`config.mk`:
```
export PLATFORM = sky130hd
export DESIGN_NAME = sar_seq_ctrl
export DESIGN_NICKNAME = d
export VERILOG_FILES = /design/src/rtl/sar_seq_pkg.sv /design/src/rtl/sar_edge_det.sv /design/src/rtl/sar_win_timer.sv /design/src/rtl/sar_recomb.sv /design/src/rtl/sar_seq_ctrl.sv
export SDC_FILE = /design/constraint.sdc
export NUM_CORES = 1
export LEC_CHECK = 0
export BUFFER_PORTS_ARGS = -buffer_cell sky130_fd_sc_hd__buf_4
export CAP_MARGIN = 20
export CORE_AREA = 10 10 89 91
export DETAILED_ROUTE_END_ITERATION = 7
export DIE_AREA = 0 0 99 101
export GPL_ROUTABILITY_DRIVEN = 1
export GPL_TIMING_DRIVEN = 0
export PLACE_DENSITY = 0.74
export RECOVER_POWER = 50
export SLEW_MARGIN = 25
export SYNTH_ARGS = -nofsm -noshare
export SYNTH_HDL_FRONTEND = slang
export SYNTH_SLANG_ARGS = --single-unit
```
`constraint.sdc`:
```
create_clock -name clk -period 3.9 [get_ports clk]
set_input_delay 0 -clock clk [delete_from_list [all_inputs] [get_ports clk]]
set_output_delay 0 -clock clk [all_outputs]
set_load 0.01 [all_outputs]
```
`src/rtl/sar_seq_pkg.sv`:
```
// Package: shared types and the cycle weight set of the conversion sequencer.
// Assumes cycle indices count from 0 for the first (heaviest) decision.
package sar_seq_pkg;

    // Sequencer phases: idle, window open, waiting for comparator reset, finished.
    typedef enum logic [1:0] {
        PH_IDLE = 2'd0,
        PH_WIN  = 2'd1,
        PH_REST = 2'd2,
        PH_DONE = 2'd3
    } phase_t;

    // Weight of decision cycle i in output LSBs; the twelve values add up to 1023.
    function automatic int cyc_weight(input int i);
        case (i)
            0:       return 384;
            1:       return 256;
            2:       return 128;
            3:       return 112;
            4:       return 64;
            5:       return 32;
            6:       return 16;
            7:       return 16;
            8:       return 8;
            9:       return 4;
            10:      return 2;
            11:      return 1;
            default: return 0;
        endcase
    endfunction

endpackage

```
`src/rtl/sar_edge_det.sv`:
```
// Module: single-edge detector for a signal already synchronous to clk.
// Produces a one-cycle combinational pulse when the current level differs from
// the registered previous level in the chosen direction. Previous level resets to 0.
module sar_edge_det #(
    parameter bit FALLING = 1'b0
) (
    input  logic clk,
    input  logic rst_n,
    input  logic din,
    output logic pulse
);

    logic prev_q;

    // Remember the level seen at the last edge.
    always_ff @(posedge clk) begin
        if (!rst_n) prev_q <= 1'b0;
        else        prev_q <= din;
    end

    generate
        if (FALLING) begin : g_fall
            // High-to-low transition.
            assign pulse = prev_q & ~din;
        end else begin : g_rise
            // Low-to-high transition.
            assign pulse = ~prev_q & din;
        end
    endgenerate

endmodule

```
`src/rtl/sar_win_timer.sv`:
```
// Module: window watchdog. Counts clock edges while a window is open and flags
// the edge on which the window has been open for lim edges. lim of 0 never fires.
// Assumes run drops for at least one edge between consecutive windows.
module sar_win_timer #(
    parameter int TMO_W = 8
) (
    input  logic             clk,
    input  logic             rst_n,
    input  logic             run,
    input  logic [TMO_W-1:0] lim,
    output logic             hit
);

    localparam logic [TMO_W-1:0] CNT_MAX = {TMO_W{1'b1}};

    logic [TMO_W-1:0] cnt_q;

    // Count edges spent in the open window, saturating, cleared when not running.
    always_ff @(posedge clk) begin
        if (!rst_n || !run)      cnt_q <= '0;
        else if (cnt_q != CNT_MAX) cnt_q <= cnt_q + 1'b1;
    end

    // Expiry on the lim-th edge of the window.
    assign hit = run && (lim != '0) && (cnt_q == lim - 1'b1);

endmodule

```
`src/rtl/sar_recomb.sv`:
```
// Module: non-binary recombination. Adds the weight of every cycle whose
// decision is 1 and clamps the total to the output width. Purely combinational.
module sar_recomb #(
    parameter int NCYC  = 12,
    parameter int OUT_W = 10
) (
    input  logic [NCYC-1:0]  dec,
    output logic [OUT_W-1:0] code
);

    import sar_seq_pkg::*;

    localparam int SUM_W = OUT_W + 3;
    localparam logic [SUM_W-1:0] CODE_MAX = SUM_W'((1 << OUT_W) - 1);

    logic [SUM_W-1:0] part [NCYC+1];

    assign part[0] = '0;

    generate
        for (genvar g = 0; g < NCYC; g++) begin : g_acc
            localparam logic [SUM_W-1:0] WG = SUM_W'(cyc_weight(g));
            // Running sum stage for cycle g.
            assign part[g+1] = part[g] + (dec[g] ? WG : '0);
        end
    endgenerate

    // Clamp the total into the output range.
    assign code = (part[NCYC] > CODE_MAX) ? OUT_W'(CODE_MAX) : OUT_W'(part[NCYC]);

endmodule

```
`src/rtl/sar_seq_ctrl.sv`:
```
// Module: redundant successive-approximation sequencer (top).
// A falling sample level starts NCYC decision cycles. Each cycle opens a window
// that locks the comparator decision on the strobe's rising edge (or forces 0 on
// timeout), sets one monotonic switch bit, then waits for the strobe to go low
// before the next window. The last decision registers the recombined code.
// Assumes samp_clk, cmp_p and cmp_rdy are synchronous to clk.
module sar_seq_ctrl #(
    parameter int NCYC  = 12,
    parameter int OUT_W = 10,
    parameter int TMO_W = 8
) (
    input  logic             clk,
    input  logic             rst_n,
    input  logic             samp_clk,
    input  logic             cmp_p,
    input  logic             cmp_rdy,
    input  logic [TMO_W-1:0] tmo_lim,
    output logic [NCYC-1:0]  sw_p,
    output logic [NCYC-1:0]  sw_n,
    output logic             conv_done,
    output logic [OUT_W-1:0] code
);

    import sar_seq_pkg::*;

    localparam int IDX_W = $clog2(NCYC);
    localparam logic [IDX_W-1:0] LAST_IDX = IDX_W'(NCYC - 1);

    phase_t           phase_q;
    logic [IDX_W-1:0] idx_q;
    logic [NCYC-1:0]  swp_q, swn_q;
    logic [NCYC-1:0]  swp_nxt, swn_nxt;
    logic             done_q;
    logic [OUT_W-1:0] code_q;
    logic [OUT_W-1:0] code_nxt;
    logic             samp_fall, rdy_rise, tmo_hit;
    logic             take, d_bit, win_run;

    // Start-of-conversion detector on the sample level.
    sar_edge_det #(.FALLING(1'b1)) i_samp_edge (
        .clk   (clk),
        .rst_n (rst_n),
        .din   (samp_clk),
        .pulse (samp_fall)
    );

    // Decision-ready detector on the comparator strobe.
    sar_edge_det #(.FALLING(1'b0)) i_rdy_edge (
        .clk   (clk),
        .rst_n (rst_n),
        .din   (cmp_rdy),
        .pulse (rdy_rise)
    );

    assign win_run = (phase_q == PH_WIN) && !samp_fall;

    // Stall guard for the open window.
    sar_win_timer #(.TMO_W(TMO_W)) i_timer (
        .clk   (clk),
        .rst_n (rst_n),
        .run   (win_run),
        .lim   (tmo_lim),
        .hit   (tmo_hit)
    );

    // Lock condition and locked value for the current window.
    always_comb begin
        take  = win_run && (rdy_rise || tmo_hit);
        d_bit = rdy_rise & cmp_p;
    end

    // Next switch state: only the current cycle's element may move.
    always_comb begin
        for (int i = 0; i < NCYC; i++) begin
            if (take && (IDX_W'(i) == idx_q)) begin
                swp_nxt[i] = d_bit;
                swn_nxt[i] = ~d_bit;
            end else begin
                swp_nxt[i] = swp_q[i];
                swn_nxt[i] = swn_q[i];
            end
        end
    end

    // Weighted recombination of the decisions including the one being locked.
    sar_recomb #(.NCYC(NCYC), .OUT_W(OUT_W)) i_recomb (
        .dec  (swp_nxt),
        .code (code_nxt)
    );

    // Phase sequencing, switch state, done flag and result register.
    always_ff @(posedge clk) begin
        if (!rst_n) begin
            phase_q <= PH_IDLE;
            idx_q   <= '0;
            swp_q   <= '0;
            swn_q   <= '0;
            done_q  <= 1'b0;
            code_q  <= '0;
        end else if (samp_fall) begin
            phase_q <= PH_WIN;
            idx_q   <= '0;
            swp_q   <= '0;
            swn_q   <= '0;
            done_q  <= 1'b0;
        end else begin
            swp_q <= swp_nxt;
            swn_q <= swn_nxt;
            case (phase_q)
                PH_WIN: begin
                    if (take) begin
                        if (idx_q == LAST_IDX) begin
                            phase_q <= PH_DONE;
                            done_q  <= 1'b1;
                            code_q  <= code_nxt;
                        end else begin
                            phase_q <= PH_REST;
                        end
                    end
                end
                PH_REST: begin
                    if (!cmp_rdy) begin
                        phase_q <= PH_WIN;
                        idx_q   <= idx_q + 1'b1;
                    end
                end
                default: begin
                    phase_q <= phase_q;
                end
            endcase
        end
    end

    assign sw_p      = swp_q;
    assign sw_n      = swn_q;
    assign conv_done = done_q;
    assign code      = code_q;

endmodule

```
* Word-level counts from Yosys, hierarchy flattened
Cells that the tools add are included.
Operators by class: equality and inequality tests 20, div/mod/pow operators 0, add/subtract/negate cells 14, shift operators 0, bitwise logic cells 9, muxes and demuxes 30, reductions and logical operators 31, order comparisons 1, multiply operators 0
Operators by type and width (count):
- adder 13 bit | 11
- two-way mux 9 bit | 2
- == test 3 x 4 -> 1 bit (first input constant) | 4
- == test 4 bit (first input constant) | 4
- logical AND 1 bit | 16
- two-way mux 1 bit | 15
- two-way mux 7 bit | 2
- > comparator 13 x 10 -> 1 bit (second input constant) | 1
- two-way mux 10 bit | 1
- two-way mux 5 bit | 2
- AND reduction 3 bit | 3
- adder 8 x 1 -> 8 bit (second input constant) | 1
- == test 2 x 4 -> 1 bit (first input constant) | 2
- == test 8 bit | 1
- two-way mux 8 bit | 1
- != test 8 bit (second input constant) | 1
- nonzero test 8 bit | 1
- subtractor 8 x 1 -> 8 bit (second input constant) | 1
- two-way mux 2 bit | 3
- two-way mux 6 bit | 1
- != test 3 bit (second input constant) | 2
- NOT 1 bit | 6
- adder 4 x 1 -> 4 bit (second input constant) | 1
- == test 1 x 4 -> 1 bit (first input constant) | 1
- other kinds (16) | 22
Word-level totals: input bits 13, memories kept 0, register bits 51, bits in latches 0, bits in writable memories 0, output and inout bits 35, logic and storage cells 126, ROM bits 0

* Longest topological paths before layout
Gate-level depths: netlist of run 1.
depth in word-level cells 24, depth in mapped cells 21, mapped depth without buffers 20

* By module
Synthesis of run 1 repeated with hierarchy kept, for this count alone.
Unflattened totals: cells, all modules 317, area total of the unflattened synthesis 2991.6 um^2
Modules (own cells, without submodules):
- sar_seq_ctrl | area an instance 1944.4 um^2, cells each 194, times used 1, sequential area each 820.8 um^2
- sar_win_timer | area an instance 654.4 um^2, cells each 80, times used 1, sequential area each 160.2 um^2
- sar_recomb | area an instance 316.6 um^2, cells each 37, times used 1, sequential area each 0.0 um^2
- sar_edge_det (i_rdy_edge) | area an instance 40.0 um^2, cells each 3, times used 1, sequential area each 20.0 um^2
- sar_edge_det (i_samp_edge) | area an instance 36.3 um^2, cells each 3, times used 1, sequential area each 20.0 um^2

* Worst setup path before layout of run 1
Ideal clock, no wire load.
path kind flip-flop to flip-flop, start point register phase_q[1], end point register code_q[9] (netlist: code[9]), slack 0.345 ns, data arrival time 3.477 ns, stages on the path, launching flop included 20, required time 3.822 ns, setup time 0.078 ns, clock period less this slack 3.555 ns, buffers on the path 1, cell sequence dfxtp_1 -> inv_1 -> ha_1 -> nand2_1 -> nor3b_2 -> nor2b_1 -> clkbuf_1 -> and2_1 -> a21oi_1 -> fa_1 -> inv_1 -> ha_1 -> inv_1 -> fa_1 -> inv_1 -> a21o_1 -> a21oi_1 -> xor2_1 -> and3_1 -> nor3_1
On the way: longest elaborated chain between the ends 22, elaborated cells between the ends (all ways) 56, those cells by class 11 x add/sub; 1 x order compare; 1 x eq/ne; 25 x mux; 18 x reduce/logical
RTL lines:
- from (decl) | line sar_seq_ctrl.sv:29 | phase_t phase_q;
- from (signal assigned) | line sar_seq_ctrl.sv:128 | phase_q <= phase_q;
- == test 2 x 1 -> 1 bit (*) | line sar_seq_ctrl.sv:55, sar_seq_ctrl.sv:109
- logical AND 1 bit | line sar_seq_ctrl.sv:55 | assign win_run = (phase_q == PH_WIN) && !samp_fall;
- logical AND 1 bit (2 in series) | line sar_win_timer.sv:25 | assign hit = run && (lim != '0) && (cnt_q == lim - 1'b1);
- logical OR 1 bit | line sar_seq_ctrl.sv:68 | take = win_run && (rdy_rise || tmo_hit);
- logical AND 1 bit | line sar_seq_ctrl.sv:68
- logical AND 1 bit | line sar_seq_ctrl.sv:75 | if (take && (IDX_W'(i) == idx_q)) begin
- two-way mux 1 bit | line sar_seq_ctrl.sv:75
- two-way mux 9 bit | line sar_recomb.sv:24 | assign part[g+1] = part[g] + (dec[g] ? WG : '0);
- adder 13 bit (11 in series) | line sar_recomb.sv:24
- > comparator 13 x 10 -> 1 bit | line sar_recomb.sv:29 | assign code = (part[NCYC] > CODE_MAX) ? OUT_W'(CODE_MAX) : OUT_W'(part[NCYC]);
- two-way mux 10 bit | line sar_recomb.sv:29
- to (signal assigned) | line sar_seq_ctrl.sv:115 | code_q <= code_nxt;
- to (decl) | line sar_seq_ctrl.sv:34 | logic [OUT_W-1:0] code_q;
Every way passes the cells marked *; elsewhere a longest branch is shown, timed or not. A chain may end at the register's enable or synchronous reset.

* Worst setup path after layout of run 1
start point register i_timer.cnt_q[7], end point register code_q[1] (netlist: code[1])
On the way: elaborated cells between the ends (all ways) 54, those cells by class 11 x add/sub; 1 x order compare; 1 x eq/ne; 25 x mux; 16 x reduce/logical
RTL lines:
- from (decl) | line sar_win_timer.sv:16 | logic [TMO_W-1:0] cnt_q;
- from (signal assigned) | line sar_win_timer.sv:21 | else if (cnt_q != CNT_MAX) cnt_q <= cnt_q + 1'b1;
- == test 8 bit | line sar_win_timer.sv:25
- logical AND 1 bit | line sar_win_timer.sv:25
- logical OR 1 bit | line sar_seq_ctrl.sv:68
- logical AND 1 bit | line sar_seq_ctrl.sv:68
- logical AND 1 bit | line sar_seq_ctrl.sv:75
- two-way mux 1 bit | line sar_seq_ctrl.sv:75
- named net i_recomb.dec[4] | line sar_recomb.sv:7 | input logic [NCYC-1:0] dec,
- two-way mux 7 bit | line sar_recomb.sv:24
- adder 13 bit (8 in series) | line sar_recomb.sv:24
- > comparator 13 x 10 -> 1 bit | line sar_recomb.sv:29
- two-way mux 10 bit | line sar_recomb.sv:29
The timed path passes the listed nets, and every way through them passes these cells.

==> results by group, run 1 <==
Placement
  – Final Wtd Congestion: 0.834
  – Half-perimeter wire length after placement: 6000 µm
  – Placed cell area: 3440 µm²
  – Pre-CTS setup slack: -0.273 ns
  – Number of buffers inserted by port buffering: 47

STA
  – Slew at the pin with the worst max-slew slack: 0.692 ns
  – Number of max-slew violations in the final report: 0
  – Part of the cycle the worst path needs: 94.8%
  – Fin Clk Skew: 0.00876 ns
  – Achievable Freq: 0.271 GHz
  – Final critical-path required period: 3.70 ns
  – Hold violation total from the final report: 0
  – Total setup violations reported at the end of the flow: 0
  – Headroom to the max-slew limit: 53.7%
  – Unrepaired setup endpoints after global routing: no
  – Final critical-path setup slack: 0.204 ns

Global route
  – Total global-route track usage: 15.4%
  – Global-route wire length before repair: 13,000 µm
  – Remaining Overflow, GRT: 0
  – Number of antenna violations at the first check in global routing: 0
  – Number of global-route vias before repair: 2,710
  – Maximum number of pins on one net before global-route repair: 16

Synthesis
  – Synth Area per Inst: 8.55 µm²
  – Synthesized-area fraction occupied by ao, oa, aoi and oai cells: 20.0%
  – Synth Register Bits: 51
  – Synthesized cell area: 2990 µm²
  – Simple-gate share of the synthesized area: 26.0%
  – Seq/Total Area, Yosys: 34.1%
  – Synth Area in Adders: 8.03%
  – Number of unique standard cell types used by synthesis: 55
  – Main combinational cell family by area after synthesis: simple AND/OR/NAND/NOR gates
  – Share of synthesized registers carrying an async set or reset: 0%
  – Mux cell area share after synthesis: 2.34%
  – Synth warnings: 0
  – Number of nets in the synthesized netlist: 381
  – Predominant post-synthesis flop cell: sky130_fd_sc_hd__dfxtp_1
  – Post-Synth XOR/XNOR Area: 4.68%
  – Number of instances in the synthesized netlist: 350
  – Number of flops mapped to enable cells by yosys: 0

Finish
  – Post-route cell area: 3550 µm²
  – Signed area change from the synthesized netlist to the final layout: 18.8%
  – Post-layout net count: 442
  – Proportion of layout cells with a drive suffix above 1: 12.4%
  – Number of inserted diodes: 0

Worst setup path
  – Critical Path Source Type: flop
  – Setup CP Type: flop to flop
  – Critical path capture point type: flop
  – Worst-path fanout max: 10
  – R2R setup slack: 0.20 ns
  – Number of cell instances on the worst register-to-register path: 16
  – Arrival time reported for the critical path endpoint: 3.89 ns
  – Reg2reg end: code[1]$_SDFFE_PN0P_
  – Worst R2R Start: i_timer.cnt_q[7]$_SDFFE_PP0P_
  – Required time of the critical path: 4.10 ns

Floorplan
  – Initial core utilization: 48.2%
  – Area of the die: 10000 µm²
  – Die outline height: 101 µm
  – Chip width: 99 µm
  – FP Rows: 29
  – Count of pins on the block boundary: 48
  – Area of the placeable core: 6200 µm²

Route
  – Number of nets still failing antenna checks after routing: 0
  – Routed WL: 7970 µm
  – Detailed-route DRC error count: 0
  – Router iterations before antenna repair: 4
  – Initial detailed-routing violation count: 199
  – Average detailed-routed wire length per instance: 16.3 µm
  – Drt via density: 5.74
  – Detailed-route via count: 2,805

Power
  – Internal power consumption: 0.721 mW
  – Reg power frac: 53.2%
  – Power share of the clock group: 32.6%
  – Switching power share of the total: 27.8%
  – Cell area power density: 281 nW/µm²
  – IR Drop Worst-Case VDD: 0.000142 V
  – Gate power share: 14.2%
  – Switching power summed over all nets: 0.278 mW
  – LEAKAGE: 1.35 nW

CTS
  – Bufs on Longest Clock Path: 2
  – Sinks on Clock Net: 51
  – CTS Buf Count: 5
  – Root Driver: sky130_fd_sc_hd__clkbuf_8
  – Clock latency on the worst-skew pair: 0.31 ns
  – H-tree depth reported by CTS: 2
  – CTS tree: done
  – Clock-pin slew of the registers on the worst-case setup and hold paths: 0.09 ns

Min path
  – Number of instances on the worst hold path: 3
  – Hold_sp: cmp_p
  – Kind of path behind the tightest hold check: input pin to flop
  – Worst Hold Endpoint: sw_p[10]$_SDFF_PP0_

Run status
  – Outcome: completed

Flow run
  – Max cap viols: 0
worst max path at each step:
| stage | start | end | slack, ns |
|---|---|---|---|
| floorplan | phase_q[1]$_SDFFE_PP0P_ | code[9]$_SDFFE_PN0P_ | 0.34 |
| global placement | tmo_lim[0] | code[2]$_SDFFE_PN0P_ | -0.16 |
| detailed placement | tmo_lim[0] | code[2]$_SDFFE_PN0P_ | -0.27 |
| CTS | i_timer.cnt_q[7]$_SDFFE_PP0P_ | code[2]$_SDFFE_PN0P_ | 0.02 |
| global route | tmo_lim[0] | code[9]$_SDFFE_PN0P_ | 0.01 |
| finish | i_timer.cnt_q[7]$_SDFFE_PP0P_ | code[1]$_SDFFE_PN0P_ | 0.20 |
cell usage after synthesis (4+ instances only):
master	count	share of area (%)
sky130_fd_sc_hd__a21oi_1	15	2.5
sky130_fd_sc_hd__xor2_1	9	2.6
sky130_fd_sc_hd__o21ai_0	6	1.0
sky130_fd_sc_hd__nand2b_1	5	1.0
sky130_fd_sc_hd__nor2b_1	8	1.7
sky130_fd_sc_hd__dfxtp_1	51	34
sky130_fd_sc_hd__a22o_1	6	1.8
sky130_fd_sc_hd__and2_1	10	2.1
sky130_fd_sc_hd__nor4_1	5	1.0
sky130_fd_sc_hd__mux2i_1	7	2.3
sky130_fd_sc_hd__o22ai_1	4	0.84
sky130_fd_sc_hd__ha_1	16	6.7
sky130_fd_sc_hd__inv_1	18	2.3
sky130_fd_sc_hd__a31oi_1	8	1.7
sky130_fd_sc_hd__clkbuf_1	12	1.5
sky130_fd_sc_hd__xnor2_1	7	2.0
sky130_fd_sc_hd__nor3_1	18	3.0
sky130_fd_sc_hd__nor2_1	34	4.3
sky130_fd_sc_hd__nand2_1	27	3.4
sky130_fd_sc_hd__and3_1	5	1.0
sky130_fd_sc_hd__nand3_1	13	2.2
sky130_fd_sc_hd__a211oi_1	6	1.5
sky130_fd_sc_hd__a21o_1	5	1.3
sky130_fd_sc_hd__nand4_1	6	1.3
final cells by class:
type / count / area (µm²)
fill: 577 / 2650
tap: 77 / 96.3
sequential: 51 / 1020
inverter: 18 / 67.6
clock buffer: 7 / 86.3
buffer: 15 / 73.8
clock inverter: 1 / 8.76
timing repair buffer: 55 / 287
multi-input combinational: 265 / 1910
worst max-delay path: stages (launching register included):
cell and delay (ns):
sky130_fd_sc_hd__dfxtp_2 0.37, sky130_fd_sc_hd__xnor2_2 0.15, sky130_fd_sc_hd__buf_4 0.16, sky130_fd_sc_hd__nor4_4 0.35, sky130_fd_sc_hd__o32ai_4 0.18, sky130_fd_sc_hd__nor2_4 0.18
sky130_fd_sc_hd__buf_6 0.16, sky130_fd_sc_hd__nand3_1 0.10, sky130_fd_sc_hd__a22o_1 0.22, sky130_fd_sc_hd__ha_1 0.31, sky130_fd_sc_hd__ha_1 0.31, sky130_fd_sc_hd__a21o_1 0.19
sky130_fd_sc_hd__a21oi_2 0.21, sky130_fd_sc_hd__o21ai_2 0.13, sky130_fd_sc_hd__nor4_1 0.31, sky130_fd_sc_hd__a221o_1 0.19, sky130_fd_sc_hd__mux2i_1 0.06
metal layers:
metal,up-vias,routed length [µm],global-route usage [%]
li1,1409,-,-
met1,1317,3690,19.8
met2,73,3770,25.6
met3,6,431,2.67
met4,0,85,4.74
met5,-,0,0
registers in the layout, indices dropped and copies added (netlist names):
signal,flops
sw_n,12
i_samp_edge.prev_q,1
code,10
i_rdy_edge.prev_q,1
sw_p,12
i_timer.cnt_q,8
idx_q,4
phase_q,2
conv_done,1
placed cells by master (no fill, tap or decap), types with 5 or more instances in the layout:
master                          count
sky130_fd_sc_hd__nand2b_1           5
sky130_fd_sc_hd__a31oi_1            8
sky130_fd_sc_hd__dfxtp_1           48
sky130_fd_sc_hd__xnor2_1            6
sky130_fd_sc_hd__nand4_1            6
sky130_fd_sc_hd__nand3_1           13
sky130_fd_sc_hd__nor2b_1            7
sky130_fd_sc_hd__and2_1            10
sky130_fd_sc_hd__o21ai_0            5
sky130_fd_sc_hd__nor2_1            34
sky130_fd_sc_hd__nor3_1            17
sky130_fd_sc_hd__and3_1             5
sky130_fd_sc_hd__ha_1              16
sky130_fd_sc_hd__xor2_1             9
sky130_fd_sc_hd__clkbuf_1          49
sky130_fd_sc_hd__buf_4             13
sky130_fd_sc_hd__inv_1             18
sky130_fd_sc_hd__clkbuf_8           6
sky130_fd_sc_hd__a21o_1             5
sky130_fd_sc_hd__nand2_1           26
sky130_fd_sc_hd__a22o_1             6
sky130_fd_sc_hd__a21oi_1           13
sky130_fd_sc_hd__a211oi_1           6
sky130_fd_sc_hd__dlygate4sd3_1      5
sky130_fd_sc_hd__mux2i_1            7
stage by stage:
stage                     total power, mW  TNS (ns)  util, %  cells  hold WS [ns]
final                               0.999         0     57.3    489         0.148
after floorplan                     0.628         0        -    350         0.122
after detailed placement            0.670     -1.45     55.5    474         0.227
after global routing                 1.04         0     57.3    489         0.154
after CTS                            1.00         0     58.7    488         0.142
after global placement              0.666    -0.562     55.5    474         0.222
repair_timing:
| item | CTS | global route |
|---|---|---|
| gates cloned | 0 | 0 |
| hold endpoints to repair | 3 | 0 |
| hold buffers | 5 | 0 |
| setup buffers | 2 | 1 |
| endpoints found under the setup margin | 9 | 6 |
| pin swaps | 2 | 1 |
| resized for setup | 8 | 13 |
kinds of logic after synthesis:
kind of cell	Yosys count
AOI/OAI and AO/OA	77
xor gates and xnor gates	16
adders and majority gates	18
buffers and inverters	34
DFF	51
muxes	7
and+or+nand+nor	147
power by group through the flow:
stage               sequential, mW  clock [mW]  combinational (mW)
floorplan                    0.542           0              0.0858
global placement             0.543           0               0.124
detailed placement           0.543           0               0.127
CTS                          0.531       0.335               0.138
global route                 0.532       0.349               0.158
finish                       0.531       0.326               0.142
No activity file was read; power rests on OpenSTA's default activity.
==> inputs of run 2 (changes only) <==
Settings changed: CELL_PAD_IN_SITES_DETAIL_PLACEMENT set to 1, CELL_PAD_IN_SITES_GLOBAL_PLACEMENT set to 1, CORE_AREA 10 10 89 91 to 10 10 96 98, DIE_AREA 0 0 99 101 to 0 0 106 108, PLACE_DENSITY 0.74 to 0.81.
==> run 2 against run 1 <==
- global-route usage rose by 0.41 points
- final cell count rose by 5.7%
- hold slack got worse by 0.14 ns
- wire length rose by 17%
- critical path type unchanged
- largest power group unchanged
- highest routed layer unchanged
==> results by group, run 2 (synthesized netlist as in run 1, its figures left out) <==
STA
  – Slew at the pin with the worst max-slew slack: 0.843 ns (was 0.692 ns)
  – Number of max-slew violations in the final report: 0 (unchanged)
  – Total setup violations reported at the end of the flow: 0 (unchanged)
  – Hold violation total from the final report: 0 (unchanged)
  – Achievable Freq: 0.270 GHz (was 0.271 GHz)
  – Final critical-path required period: 3.70 ns (about the same)
  – Fin Clk Skew: 0.0113 ns (was 0.00876 ns)
  – Headroom to the max-slew limit: 43.6% (was 53.7%)
  – Final sum of negative setup slack: 0 ns (unchanged)
  – Part of the cycle the worst path needs: 94.9% (was 94.8%)

CTS
  – Clock latency on the worst-skew pair: 0.31 ns (about the same)
  – CTS tree: done (unchanged)
  – Bufs on Longest Clock Path: 2 (unchanged)
  – Clock-pin slew of the registers on the worst-case setup and hold paths: 0.10 ns (was 0.09 ns)
  – Sinks on Clock Net: 51 (unchanged)
  – Root Driver: sky130_fd_sc_hd__clkbuf_8 (unchanged)
  – CTS Buf Count: 5 (unchanged)
  – H-tree depth reported by CTS: 2 (unchanged)

Route
  – Drt via density: 5.65 (was 5.74)
  – Average detailed-routed wire length per instance: 18.1 µm (was 16.3 µm)
  – Routed WL: 9360 µm (was 7970 µm)
  – Initial detailed-routing violation count: 101 (was 199)
  – Detailed-route via count: 2,923 (was 2,805)
  – Number of nets still failing antenna checks after routing: 0 (unchanged)
  – Router iterations before antenna repair: 5 (was 4)
  – Detailed-route DRC error count: 0 (unchanged)

Global route
  – Total global-route track usage: 15.8% (was 15.4%)
  – Global-route wire length before repair: 15,100 µm (was 13,000 µm)
  – Remaining Overflow, GRT: 0 (unchanged)
  – Maximum number of pins on one net before global-route repair: 16 (unchanged)
  – Number of antenna violations at the first check in global routing: 0 (unchanged)
  – Number of global-route vias before repair: 3,100 (was 2,710)

Finish
  – Most common library cell in the layout ignoring fill and taps: sky130_fd_sc_hd__clkbuf_1 (unchanged)
  – Proportion of layout cells with a drive suffix above 1: 13.3% (was 12.4%)
  – Core occupancy in the finished layout: 48.3% (was 57.3%)
  – Signed area change from the synthesized netlist to the final layout: 20.2% (was 18.8%)
  – Post-layout net count: 445 (was 442)
  – Post-route cell area: 3600 µm² (was 3550 µm²)
  – Number of inserted diodes: 0 (unchanged)
  – Most frequent cells in the layout: 49 x sky130_fd_sc_hd__clkbuf_1, 48 x sky130_fd_sc_hd__dfxtp_1, 34 x sky130_fd_sc_hd__nor2_1 (unchanged)

Worst setup path
  – Critical path capture point type: flop (unchanged)
  – R2R setup slack: 0.20 ns (about the same)
  – Arrival time reported for the critical path endpoint: 3.95 ns (was 3.89 ns)
  – Critical Path Source Type: flop (unchanged)
  – Setup CP Type: flop to flop (unchanged)
  – Worst-path fanout max: 10 (unchanged)
  – Required time of the critical path: 4.15 ns (was 4.10 ns)

Floorplan
  – Chip width: 106 µm (was 99 µm)
  – Area of the placeable core: 7450 µm² (was 6200 µm²)
  – Initial core utilization: 40.2% (was 48.2%)
  – Area of the die: 11,400 µm² (was 10000 µm²)
  – Die outline height: 108 µm (was 101 µm)
  – FP Rows: 32 (was 29)
  – Count of pins on the block boundary: 48 (unchanged)

Placement
  – Half-perimeter wire length after placement: 7120 µm (was 6000 µm)
  – Placed cell area: 3470 µm² (was 3440 µm²)
  – Final Wtd Congestion: 0.805 (was 0.834)
  – Number of buffers inserted by port buffering: 47 (unchanged)

Run status
  – Outcome: completed (unchanged)

Flow run
  – Max cap viols: 0 (unchanged)

Min path
  – Kind of path behind the tightest hold check: input pin to flop (unchanged)

Power
  – LEAKAGE: 1.36 nW (was 1.35 nW)
  – Cell area power density: 276 nW/µm² (was 281 nW/µm²)
  – IR Drop Worst-Case VDD: 0.000137 V (was 0.000142 V)
==> run 2: what timing repair did <==
action / in CTS / in global routing
setup endpoints to repair: 10 / 9
hold buffers: 4 / 0
endpoints found under the hold margin: 2 / 0
buffers inserted: 3 / 4
pin swaps: 3 / 2
resized for setup: 12 / 12
==> run 2: metal layers <==
metal  vias up  routed length, µm  GRT usage [%]
met5         -                  0              0
met4         0                214           3.68
met3        19                370           3.45
met2        70               4820           29.7
met1      1429               3960           17.8
li1       1405                  -              -
==> run 2: where the power goes <==
part,internal (mW),switching (mW)
sequential,0.526,0.00535
clock,0.126,0.183
combinational,0.0542,0.0995
total,0.706,0.288
==> run 2: final timing paths <==
path	startpoint	depth (start not counted)	endpoint
worst max-delay path	i_timer.cnt_q[7]$_SDFFE_PP0P_	20	code[9]$_SDFFE_PN0P_
worst min-delay path	rst_n	3	code[3]$_SDFFE_PN0P_
worst max register to register	i_timer.cnt_q[7]$_SDFFE_PP0P_	20	code[9]$_SDFFE_PN0P_
worst min register to register	sw_p[11]$_SDFF_PP0_	2	sw_p[11]$_SDFF_PP0_
==> run 2: final cells by class <==
cell class / count / area [µm²]
timing repair buffer: 58 / 307
sequential: 51 / 1020
fill: 944 / 3850
buffer: 15 / 78.8
tap: 102 / 128
inverter: 18 / 67.6
multi-input combinational: 265 / 1910
clock inverter: 2 / 12.5
clock buffer: 6 / 72.6
==> run 2: critical path, cell delays in order (launching register included) <==
cell and delay (ns):
sky130_fd_sc_hd__dfxtp_2 0.37, sky130_fd_sc_hd__xnor2_2 0.16, sky130_fd_sc_hd__buf_4 0.15, sky130_fd_sc_hd__nand4_1 0.10, sky130_fd_sc_hd__o211ai_2 0.13, sky130_fd_sc_hd__o32ai_4 0.37
sky130_fd_sc_hd__nor2_4 0.11, sky130_fd_sc_hd__buf_4 0.19, sky130_fd_sc_hd__nand3_1 0.08, sky130_fd_sc_hd__a21oi_1 0.09, sky130_fd_sc_hd__fa_1 0.42, sky130_fd_sc_hd__inv_1 0.07
sky130_fd_sc_hd__ha_1 0.17, sky130_fd_sc_hd__inv_1 0.07, sky130_fd_sc_hd__fa_1 0.45, sky130_fd_sc_hd__inv_1 0.07, sky130_fd_sc_hd__a21o_1 0.11, sky130_fd_sc_hd__a21oi_1 0.07
sky130_fd_sc_hd__xor2_1 0.14, sky130_fd_sc_hd__and3_1 0.18, sky130_fd_sc_hd__nor3_1 0.11
==> run 2: metrics by stage <==
stage | hold slack, ns | setup slack, ns | power [mW] | instances
global route | 0.00183 | -0.0356 | 1.04 | 517
detailed placement | 0.229 | -0.366 | 0.675 | 499
finish | 0.00493 | 0.201 | 0.994 | 517
floorplan | 0.122 | 0.345 | 0.628 | 350
global placement | 0.223 | -0.254 | 0.670 | 499
CTS | 0.0116 | 0.0133 | 0.988 | 514
